==> src/rtl/uart_autoflow_pkg.sv <==
package uart_autoflow_pkg;

  typedef logic [1:0] trig_code_t;

  localparam int unsigned LADDER_LAST = 6;

  // Position-indexed hysteresis ladder for a FIFO of the given depth.
  function automatic int unsigned ladder_level(int unsigned depth, int unsigned pos);
    int unsigned lvl;
    case (pos)
      0:       lvl = 0;
      1:       lvl = depth / 16;
      2:       lvl = depth / 4;
      3:       lvl = depth / 2;
      4:       lvl = (3 * depth) / 4;
      5:       lvl = depth - depth / 16;
      default: lvl = depth;
    endcase
    return lvl;
  endfunction

  // Ladder position of the trigger selected by a code.
  function automatic int unsigned trig_pos(trig_code_t code);
    int unsigned p;
    case (code)
      2'd0:    p = 1;
      2'd1:    p = 2;
      2'd2:    p = 3;
      default: p = 5;
    endcase
    return p;
  endfunction

endpackage

==> src/rtl/ufc_rst_sync.sv <==
module ufc_rst_sync #(
  parameter int STAGES = 2
) (
  input  logic clk,
  input  logic rst_n,
  output logic rst_n_sync
);
  logic [STAGES-1:0] chain_q;

  always_ff @(posedge clk or negedge rst_n) begin
    if (!rst_n) chain_q <= '0;
    else        chain_q <= {chain_q[STAGES-2:0], 1'b1};
  end

  assign rst_n_sync = chain_q[STAGES-1];
endmodule

==> src/rtl/ufc_level_sel.sv <==
module ufc_level_sel
  import uart_autoflow_pkg::*;
#(
  parameter int DEPTH = 128,
  localparam int CNT_W = $clog2(DEPTH + 1)
) (
  input  trig_code_t       code_i,
  output logic [CNT_W-1:0] trig_o,
  output logic [CNT_W-1:0] upper_o,
  output logic [CNT_W-1:0] lower_o
);
  always_comb begin
    int unsigned p;
    p       = trig_pos(code_i);
    trig_o  = CNT_W'(ladder_level(DEPTH, p));
    upper_o = CNT_W'(ladder_level(DEPTH, p + 1));
    lower_o = CNT_W'(ladder_level(DEPTH, p - 1));
  end
endmodule

==> src/rtl/ufc_rts_ctl.sv <==
module ufc_rts_ctl #(
  parameter int CNT_W = 8
) (
  input  logic             clk,
  input  logic             rst_n,
  input  logic [CNT_W-1:0] fill_i,
  input  logic [CNT_W-1:0] trig_i,
  input  logic [CNT_W-1:0] upper_i,
  input  logic [CNT_W-1:0] lower_i,
  input  logic             auto_en_i,
  input  logic             sw_rts_n_i,
  output logic             rts_n_o,
  output logic             irq_o
);
  logic hold_off_q, hold_off_d;
  logic rts_n_q, rts_n_d;
  logic irq_q, irq_d;
  logic upd_en;

  assign upd_en = 1'b1;

  // Hysteresis flag: set at the upper level, cleared below the lower level or when empty.
  always_comb begin
    if (!auto_en_i || sw_rts_n_i)                 hold_off_d = 1'b0;
    else if (fill_i >= upper_i)                   hold_off_d = 1'b1;
    else if (fill_i < lower_i || fill_i == '0)    hold_off_d = 1'b0;
    else                                          hold_off_d = hold_off_q;
    rts_n_d = sw_rts_n_i | hold_off_d;
    irq_d   = auto_en_i & (fill_i >= trig_i);
  end

  always_ff @(posedge clk or negedge rst_n) begin
    if (!rst_n) begin
      hold_off_q <= 1'b0;
      rts_n_q    <= 1'b1;
      irq_q      <= 1'b0;
    end else if (upd_en) begin
      hold_off_q <= hold_off_d;
      rts_n_q    <= rts_n_d;
      irq_q      <= irq_d;
    end
  end

  assign rts_n_o = rts_n_q;
  assign irq_o   = irq_q;
endmodule

==> src/rtl/ufc_cts_gate.sv <==
module ufc_cts_gate #(
  parameter int SYNC_STAGES = 2
) (
  input  logic clk,
  input  logic rst_n,
  input  logic cts_n_i,
  input  logic auto_en_i,
  input  logic boundary_i,
  output logic allow_o
);
  logic [SYNC_STAGES-1:0] sync_q;
  logic                   cts_n_s;
  logic                   allow_q, allow_d;

  generate
    for (genvar s = 0; s < SYNC_STAGES; s++) begin : g_sync
      if (s == 0) begin : g_first
        always_ff @(posedge clk or negedge rst_n) begin
          if (!rst_n) sync_q[0] <= 1'b1;
          else        sync_q[0] <= cts_n_i;
        end
      end else begin : g_next
        always_ff @(posedge clk or negedge rst_n) begin
          if (!rst_n) sync_q[s] <= 1'b1;
          else        sync_q[s] <= sync_q[s-1];
        end
      end
    end
  endgenerate

  assign cts_n_s = sync_q[SYNC_STAGES-1];

  always_comb begin
    if (!auto_en_i)      allow_d = 1'b1;
    else if (!cts_n_s)   allow_d = 1'b1;
    else if (boundary_i) allow_d = 1'b0;
    else                 allow_d = allow_q;
  end

  always_ff @(posedge clk or negedge rst_n) begin
    if (!rst_n) allow_q <= 1'b1;
    else        allow_q <= allow_d;
  end

  assign allow_o = allow_q;
endmodule

==> src/rtl/uart_autoflow.sv <==
module uart_autoflow
  import uart_autoflow_pkg::*;
#(
  parameter int DEPTH       = 128,
  parameter int SYNC_STAGES = 2,
  localparam int CNT_W      = $clog2(DEPTH + 1)
) (
  input  logic             clk,
  input  logic             rst_n,
  input  logic [CNT_W-1:0] rx_fill_i,
  input  logic [1:0]       trig_sel_i,
  input  logic             auto_rts_en_i,
  input  logic             auto_cts_en_i,
  input  logic             sw_rts_n_i,
  input  logic             cts_n_i,
  input  logic             tx_boundary_i,
  output logic             rts_n_o,
  output logic             tx_allow_o,
  output logic             rx_irq_o
);
  logic             rst_sync_n;
  logic [CNT_W-1:0] trig_lvl, upper_lvl, lower_lvl;

  ufc_rst_sync #(.STAGES(2)) u_rst (
    .clk        (clk),
    .rst_n      (rst_n),
    .rst_n_sync (rst_sync_n)
  );

  ufc_level_sel #(.DEPTH(DEPTH)) u_lvl (
    .code_i  (trig_sel_i),
    .trig_o  (trig_lvl),
    .upper_o (upper_lvl),
    .lower_o (lower_lvl)
  );

  ufc_rts_ctl #(.CNT_W(CNT_W)) u_rts (
    .clk        (clk),
    .rst_n      (rst_sync_n),
    .fill_i     (rx_fill_i),
    .trig_i     (trig_lvl),
    .upper_i    (upper_lvl),
    .lower_i    (lower_lvl),
    .auto_en_i  (auto_rts_en_i),
    .sw_rts_n_i (sw_rts_n_i),
    .rts_n_o    (rts_n_o),
    .irq_o      (rx_irq_o)
  );

  ufc_cts_gate #(.SYNC_STAGES(SYNC_STAGES)) u_cts (
    .clk        (clk),
    .rst_n      (rst_sync_n),
    .cts_n_i    (cts_n_i),
    .auto_en_i  (auto_cts_en_i),
    .boundary_i (tx_boundary_i),
    .allow_o    (tx_allow_o)
  );
endmodule

==> config.mk <==
export PLATFORM = sky130hd
export DESIGN_NAME = uart_autoflow
export DESIGN_NICKNAME = d
export VERILOG_FILES = /design/src/rtl/uart_autoflow_pkg.sv /design/src/rtl/ufc_rst_sync.sv /design/src/rtl/ufc_level_sel.sv /design/src/rtl/ufc_rts_ctl.sv /design/src/rtl/ufc_cts_gate.sv /design/src/rtl/uart_autoflow.sv
export SDC_FILE = /design/constraint.sdc
export NUM_CORES = 1
export LEC_CHECK = 0
export ABC_AREA = 0
export CORE_MARGIN = 1
export CORE_UTILIZATION = 30
export DETAILED_ROUTE_END_ITERATION = 7
export DONT_BUFFER_PORTS = 1
export PLACE_DENSITY = 0.46
export REMOVE_ABC_BUFFERS = 1
export SLEW_MARGIN = 10
export SYNTH_ARGS = -nofsm -noshare
export SYNTH_HDL_FRONTEND = slang
export SYNTH_SLANG_ARGS = --single-unit
export TNS_END_PERCENT = 5
==> constraint.sdc <==
create_clock -name clk -period 1.1 [get_ports clk]
set_input_delay 0.22 -clock clk [delete_from_list [all_inputs] [get_ports clk]]
set_output_delay 0.22 -clock clk [all_outputs]
set_load 0.01 [all_outputs]
==> impl_metrics.csv, run 1 <==
group,metric,value,unit
finish,area_growth,29.6,%
power_and_ir_drop,p_seq_share,41.2,%
clock_network,clkSinkCount,8,
sta,period_minus_slack,1750,ps
power_and_ir_drop,peakVddDrop,0.000629,V
sta,hold_viol,0,
yosys,synth_seq_area_share,29.2,%
outcome,status,"finished with violations",
grt,grt_overflow,0,
grt,antenna_found_initial,0,
routing,num_vias,538,
sta,drv_slew,0,
yosys,synth_commonest_cells,"20 x ha_1, 7 x inv_1, 5 x nand2_1",
power_and_ir_drop,p_sw,0.000219,W
placed_design,place_area,820,sq um
routing,drtIter0Drc,1,
routing,drc,0,
critical_path,r2r_cells,4,
grt,grtUsageTotal,12.2,%
finish,num_antenna_cells,0,
power_and_ir_drop,power_leakage,0.446,nW
critical_path,cp-startpoint,"trig_sel_i[0]",
outcome,violations,"setup timing",
critical_path,end_kind,"register",
floorplan,die_area,2540,sq um
yosys,synth_edf_count,0,
clock_network,cts_tree,"done",
floorplan,start_util,31.7,%
sta,setup_ws,-652,ps
power_and_ir_drop,clkPwrFrac,28.4,%
run,cap_violations,0,
floorplan,rows,17,
placed_design,dpl.hpwl,1160,microns
yosys,synth_area_leaders,"ha_1 36%, dfstp_2 15%, dfrtp_1 14%",
sta,setup_viol_count_final,3,
yosys,synth_area_leader_cell,"ha_1",
critical_path,worstPathArrival,1890,ps
yosys,yosys.area.top_type_share,35.7,%
placed_design,place_congestion,0.749,
yosys,ys_types,25,
critical_path,timing.rr.start,"u_rts.hold_off_q",
routing,post_drt_via_cell_ratio,4.56,
critical_path,start_kind,"input pin",
finish,nets,128,
grt,grt_pass1_vias,568,
critical_path,reg2reg_slack,190,ps
power_and_ir_drop,p_sw_share,26.8,%
yosys,syn_inst,71,
sta,rsz0062_at_grt,"true",
sta,skew,9.47,ps
worst_hold_path,hold_path_class,"in -> reg",
finish,stdcell_area,910,sq um
clock_network,cts_inserted_buffers,3,
critical_path,endpoint,"u_rts.hold_off_q",
yosys,async_flop_share,100,%
floorplan,die_h,50.4,microns
routing,wl,1330,microns
floorplan,io_pins,20,
floorplan,core_area,2210,sq um
clock_network,cts-root-buf,"clkbuf_4",
yosys,synthFlopType,"dfstp_2",
sta,fmax,571,MHz
critical_path,crit_fanout,6,
placed_design,place.port_buffers,0,
critical_path,cp.required,1240,ps
power_and_ir_drop,pwr-share-comb,30.4,%
grt,grt_pass1_wl,2280,microns
clock_network,clk_pin_slew,60,ps
floorplan,die_w,50.4,microns
yosys,syn_avg_cell_area,9.89,sq um
clock_network,ctsLongestPathBuffers,2,
clock_network,clk_latency,250,ps
power_and_ir_drop,p_per_area,898,nW/um^2
clock_network,cts_max_level,1,
critical_path,worstSetupPathType,"in -> reg",
yosys,yosys.cell_count.top_type,"ha_1",
routing,post_drt_wl_per_cell,11.2,microns
yosys,synth_seq_cells,8,
yosys,synth_area,702,sq um
yosys,synth_warnings,0,
power_and_ir_drop,p_int,0.000598,W
critical_path,worst_r2r_endpoint,"u_rts.hold_off_q",
grt,grt_max_degree,7,
finish,drive_gt1_share,30.0,%
power_and_ir_drop,p_total,0.000817,W
routing,ant_nets,0,
routing,first_pass_iters,4,
sta,min_period_over_period,159,%
-- flip-flops by register name, summed over array words and instances (netlist names) --
| register | cells |
|---|---|
| u_rst.chain_q | 2 |
| u_cts.allow_o | 1 |
| u_cts.cts_n_s | 1 |
| u_cts.sync_q | 1 |
| u_rts.hold_off_q | 1 |
| u_rts.irq_o | 1 |
| u_rts.rts_n_o | 1 |
-- final cells by class --
cell class              instances  area [sq um]
inverters                       7          30.0
multi-input cells              58           510
clock buffers                   4          26.3
well taps                      28          35.0
flip-flops and latches          8           205
repair buffers                 13           103
fillers                       238          1300
-- cells in the final DEF (no fill, tap or decap) --
cell / instances
a31oi_1: 1
a21o_1: 2
clkbuf_1: 1
clkbuf_4: 3
a221oi_2: 1
ha_4: 1
and2_1: 1
buf_4: 11
o21ai_0: 2
conb_1: 3
o311a_1: 1
o21ai_1: 1
inv_2: 1
o31ai_1: 1
nor2_1: 3
o211ai_1: 1
dlygate4sd3_1: 2
nor3_2: 1
nand2_2: 1
nand2b_1: 3
or3_1: 1
o31ai_4: 1
nor3_1: 1
clkinvlp_4: 1
o21a_1: 1
a21oi_1: 3
dfrtp_1: 4
ha_1: 19
or3_4: 1
nand2_1: 4
inv_1: 5
nor2b_1: 1
a21oi_2: 1
dfstp_2: 4
nor4_1: 1
nand3_1: 1
-- stage by stage --
step | setup slack [ps] | TNS, ps | util (%) | instances | hold slack, ps
4_1_cts | -657 | -1920 | 40.8 | 118 | 19.1
5_1_grt | -717 | -2100 | 41.1 | 118 | 6.44
2_1_floorplan | -910 | -2480 | - | 73 | -75.6
3_5_place_dp | -1130 | -3200 | 37.0 | 111 | -75.5
6_report | -652 | -1900 | 41.1 | 118 | 26.2
3_3_place_gp | -1020 | -2920 | 37.0 | 111 | -75.6
-- routing by layer --
metal,vias to the layer above,GRT usage [%],part of all wire (%)
li1,285,-,-
met1,240,13.4,45
met2,13,21.3,50
met3,0,5.45,4.7
met4,0,2.78,0
met5,-,0,0
-- timing repair --
action,in CTS,in global routing
endpoints found under the setup margin,3,3
pin swaps,6,4
buffers inserted,1,0
resized for setup,6,2
hold endpoints to repair,3,0
hold buffers,2,0
-- worst max-delay path: stages --
cell	delay [ps]
inv_1	120
ha_4	220
nand2b_1	140
or3_1	320
ha_1	180
nor2b_1	120
o311a_1	290
a221oi_2	210
nor2_1	60
-- worst min-delay path by stage --
stage,startpoint,endpoint,cells after the start
2_1_floorplan,rst_n,u_rst.chain_q[0],0
3_3_place_gp,rst_n,u_rst.chain_q[0],0
3_5_place_dp,rst_n,u_rst.chain_q[0],0
4_1_cts,sw_rts_n_i,u_rts.hold_off_q,1
5_1_grt,sw_rts_n_i,u_rts.hold_off_q,1
6_report,sw_rts_n_i,u_rts.hold_off_q,1
-- cells by family (layout without fill, tap and decap cells) --
group                    count (synthesis)  after routing  synth area share, %
AO/OA/AOI/OAI                           16             16                 15.9
adder cells (fa/ha/maj)                 20             20                 35.7
buffers and inverters                    7             24                 3.74
flip-flops                               8              8                 29.2
other                                    1              3                0.534
AND/OR/NAND/NOR                         19             19                 15.0
-- power by group through the flow --
stage / clock network, W / logic, W / registers (W)
2_1_floorplan: 0 / 0.000138 / 0.000339
3_3_place_gp: 0 / 0.000212 / 0.000341
3_5_place_dp: 0 / 0.000217 / 0.000342
4_1_cts: 0.000244 / 0.000249 / 0.000337
5_1_grt: 0.000269 / 0.000284 / 0.000339
6_report: 0.000232 / 0.000248 / 0.000336
No activity file was read; power rests on OpenSTA's default activity.
==> run 2: changes to the inputs <==
--- a/config.mk
+++ b/config.mk
@@ -11,7 +11,6 @@
 export DETAILED_ROUTE_END_ITERATION = 7
 export DONT_BUFFER_PORTS = 1
 export PLACE_DENSITY = 0.46
-export REMOVE_ABC_BUFFERS = 1
 export SLEW_MARGIN = 10
 export SYNTH_ARGS = -nofsm -noshare
 export SYNTH_HDL_FRONTEND = slang
==> impl_metrics.csv, run 2 (synthesis gave the netlist of run 1 again) <==
group,metric,value,unit
sta,min_period_over_period,163,%
clock_network,post-cts-setup-buffers,0,
clock_network,cts_inserted_buffers,3,
routing,first_pass_iters,1,
grt,grtUsageTotal,11.6,%
finish,drive_gt1_share,29.4,%
floorplan,io_pins,20,
clock_network,clk_pin_slew,50,ps
critical_path,path_cells,"clkinvlp_4 -> ha_4 -> inv_2 -> o31ai_4 -> ha_1 -> a21o_1 -> a31oi_1 -> o21ai_1 -> a221oi_2 -> nor2_1",
clock_network,clk_latency,240,ps
routing,post_drt_via_cell_ratio,4.55,
critical_path,end_kind,"register",
sta,setup_viol_count_final,3,
grt,grt_use_met1,14.9,%
grt,grt_pass1_wl,2160,microns
routing,wl,1310,microns
outcome,violations,"setup timing",
critical_path,cp_top_family,"compound AO/OA/AOI/OAI gates",
finish,top_register,"u_rst.chain_q",
sta,setup-tns-final,-1910,ps
placed_design,dpl.hpwl,1120,microns
clock_network,cts_max_level,1,
critical_path,worstSetupPathType,"in -> reg",
grt,globalRouteMet2Util,17.6,%
sta,skew,3.76,ps
grt,antenna_found_initial,0,
finish,final_cell_mix,"18 x ha_1, 7 x buf_4, 5 x nand2_1",
floorplan,die_h,50.4,microns
clock_network,cts-root-buf,"clkbuf_4",
sta,drv_slew,0,
routing,ant_nets,0,
floorplan,start_util,31.7,%
critical_path,path_buf_inv,2,
finish,num_antenna_cells,0,
finish,largest_reg_flops,2,
power_and_ir_drop,p_per_area,881,nW/um^2
routing,drtIter0Drc,0,
grt,grt_max_degree,7,
critical_path,start_kind,"input pin",
floorplan,die_area,2540,sq um
clock_network,clkSinkCount,8,
critical_path,cp.required,1220,ps
floorplan,rows,17,
grt,grt_pass1_vias,506,
sta,hold_viol,0,
worst_hold_path,hold_path_class,"in -> reg",
placed_design,place.port_buffers,0,
outcome,status,"finished with violations",
critical_path,worst_path_max_delay_cell,"a221oi_2",
critical_path,worstPathArrival,1910,ps
grt,gr-usage-met3,5.45,%
grt,grt_overflow,0,
power_and_ir_drop,power_leakage,0.429,nW
placed_design,place_congestion,0.796,
finish,nets,124,
finish,final_util,40.0,%
floorplan,die_w,50.4,microns
sta,fmax,557,MHz
critical_path,critPathMaxStageDelay,300,ps
run,cap_violations,0,
finish,area_growth,26.0,%
power_and_ir_drop,peakVddDrop,0.000610,V
critical_path,crit_fanout,4,
routing,num_vias,514,
clock_network,ctsLongestPathBuffers,2,
finish,layout_commonest_cell,"ha_1",
sta,period_minus_slack,1790,ps
clock_network,cts_tree,"done",
floorplan,core_area,2210,sq um
routing,drc,0,
sta,setup_ws,-694,ps
grt,grt_busiest_layer,"met2",
sta,rsz0062_at_grt,"true",
routing,post_drt_wl_per_cell,11.6,microns
==> run 2: cell count changes in the layout (fill, tap and decap cells not counted), sizes merged <==
cell | before | now
buf | 11 | 7
clkbuf | 4 | 3
==> run 2: what timing repair did <==
item | in CTS | in global routing
resized for setup | 3 | 6
hold buffers | 2 | 0
endpoints found under the hold margin | 3 | 0
pin swaps | 0 | 6
cloned | 0 | 0
setup endpoints to repair | 3 | 3
==> run 2: layout make-up <==
cell class                      instances  area [sq um]
Timing Repair Buffer                    9          72.6
Fill cell                             239          1330
Clock buffer                            3          22.5
Sequential cell                         8           205
Inverter                                7          30.0
Tap cell                               28          35.0
Multi-Input combinational cell         58           519
==> run 2: layer usage <==
metal	vias to the layer above	wire, microns
li1	278	-
met1	220	624
met2	14	584
met3	2	83
met4	0	12
met5	-	0
==> run 2: final timing paths <==
| path | from | slack [ps] | end | depth (start not counted) |
|---|---|---|---|---|
| max in group asynchronous | u_rst.chain_q[1] | 750 | u_cts.allow_o | 0 |
| min in group asynchronous | u_rst.chain_q[1] | 90 | u_rts.hold_off_q | 0 |
| max | trig_sel_i[1] | -690 | u_rts.hold_off_q | 10 |
| min reg2reg | u_rst.chain_q[1] | 90 | u_rts.hold_off_q | 0 |
| min | sw_rts_n_i | 30 | u_rts.hold_off_q | 1 |
| max reg2reg | u_rts.hold_off_q | 170 | u_rts.hold_off_q | 4 |
==> run 2: metrics by stage <==
stage / worst slack, ps / power [W] / std cells / hold slack (ps) / area [sq um]
floorplan: -849 / 0.000486 / 73 / -75.6 / 722
global placement: -910 / 0.000551 / 108 / -75.6 / 810
detailed placement: -955 / 0.000553 / 108 / -75.5 / 810
CTS: -663 / 0.000780 / 113 / 28.8 / 852
global route: -768 / 0.000862 / 113 / 19.4 / 885
finish: -694 / 0.000780 / 113 / 34.9 / 885
==> run 2: power breakdown <==
part / leakage [nW] / switching, W / internal (W)
sequential: 0.0919 / 0.0000142 / 0.000323
combinational: 0.323 / 0.000108 / 0.000128
clock: 0.0138 / 0.0000831 / 0.000124
total: 0.429 / 0.000205 / 0.000574
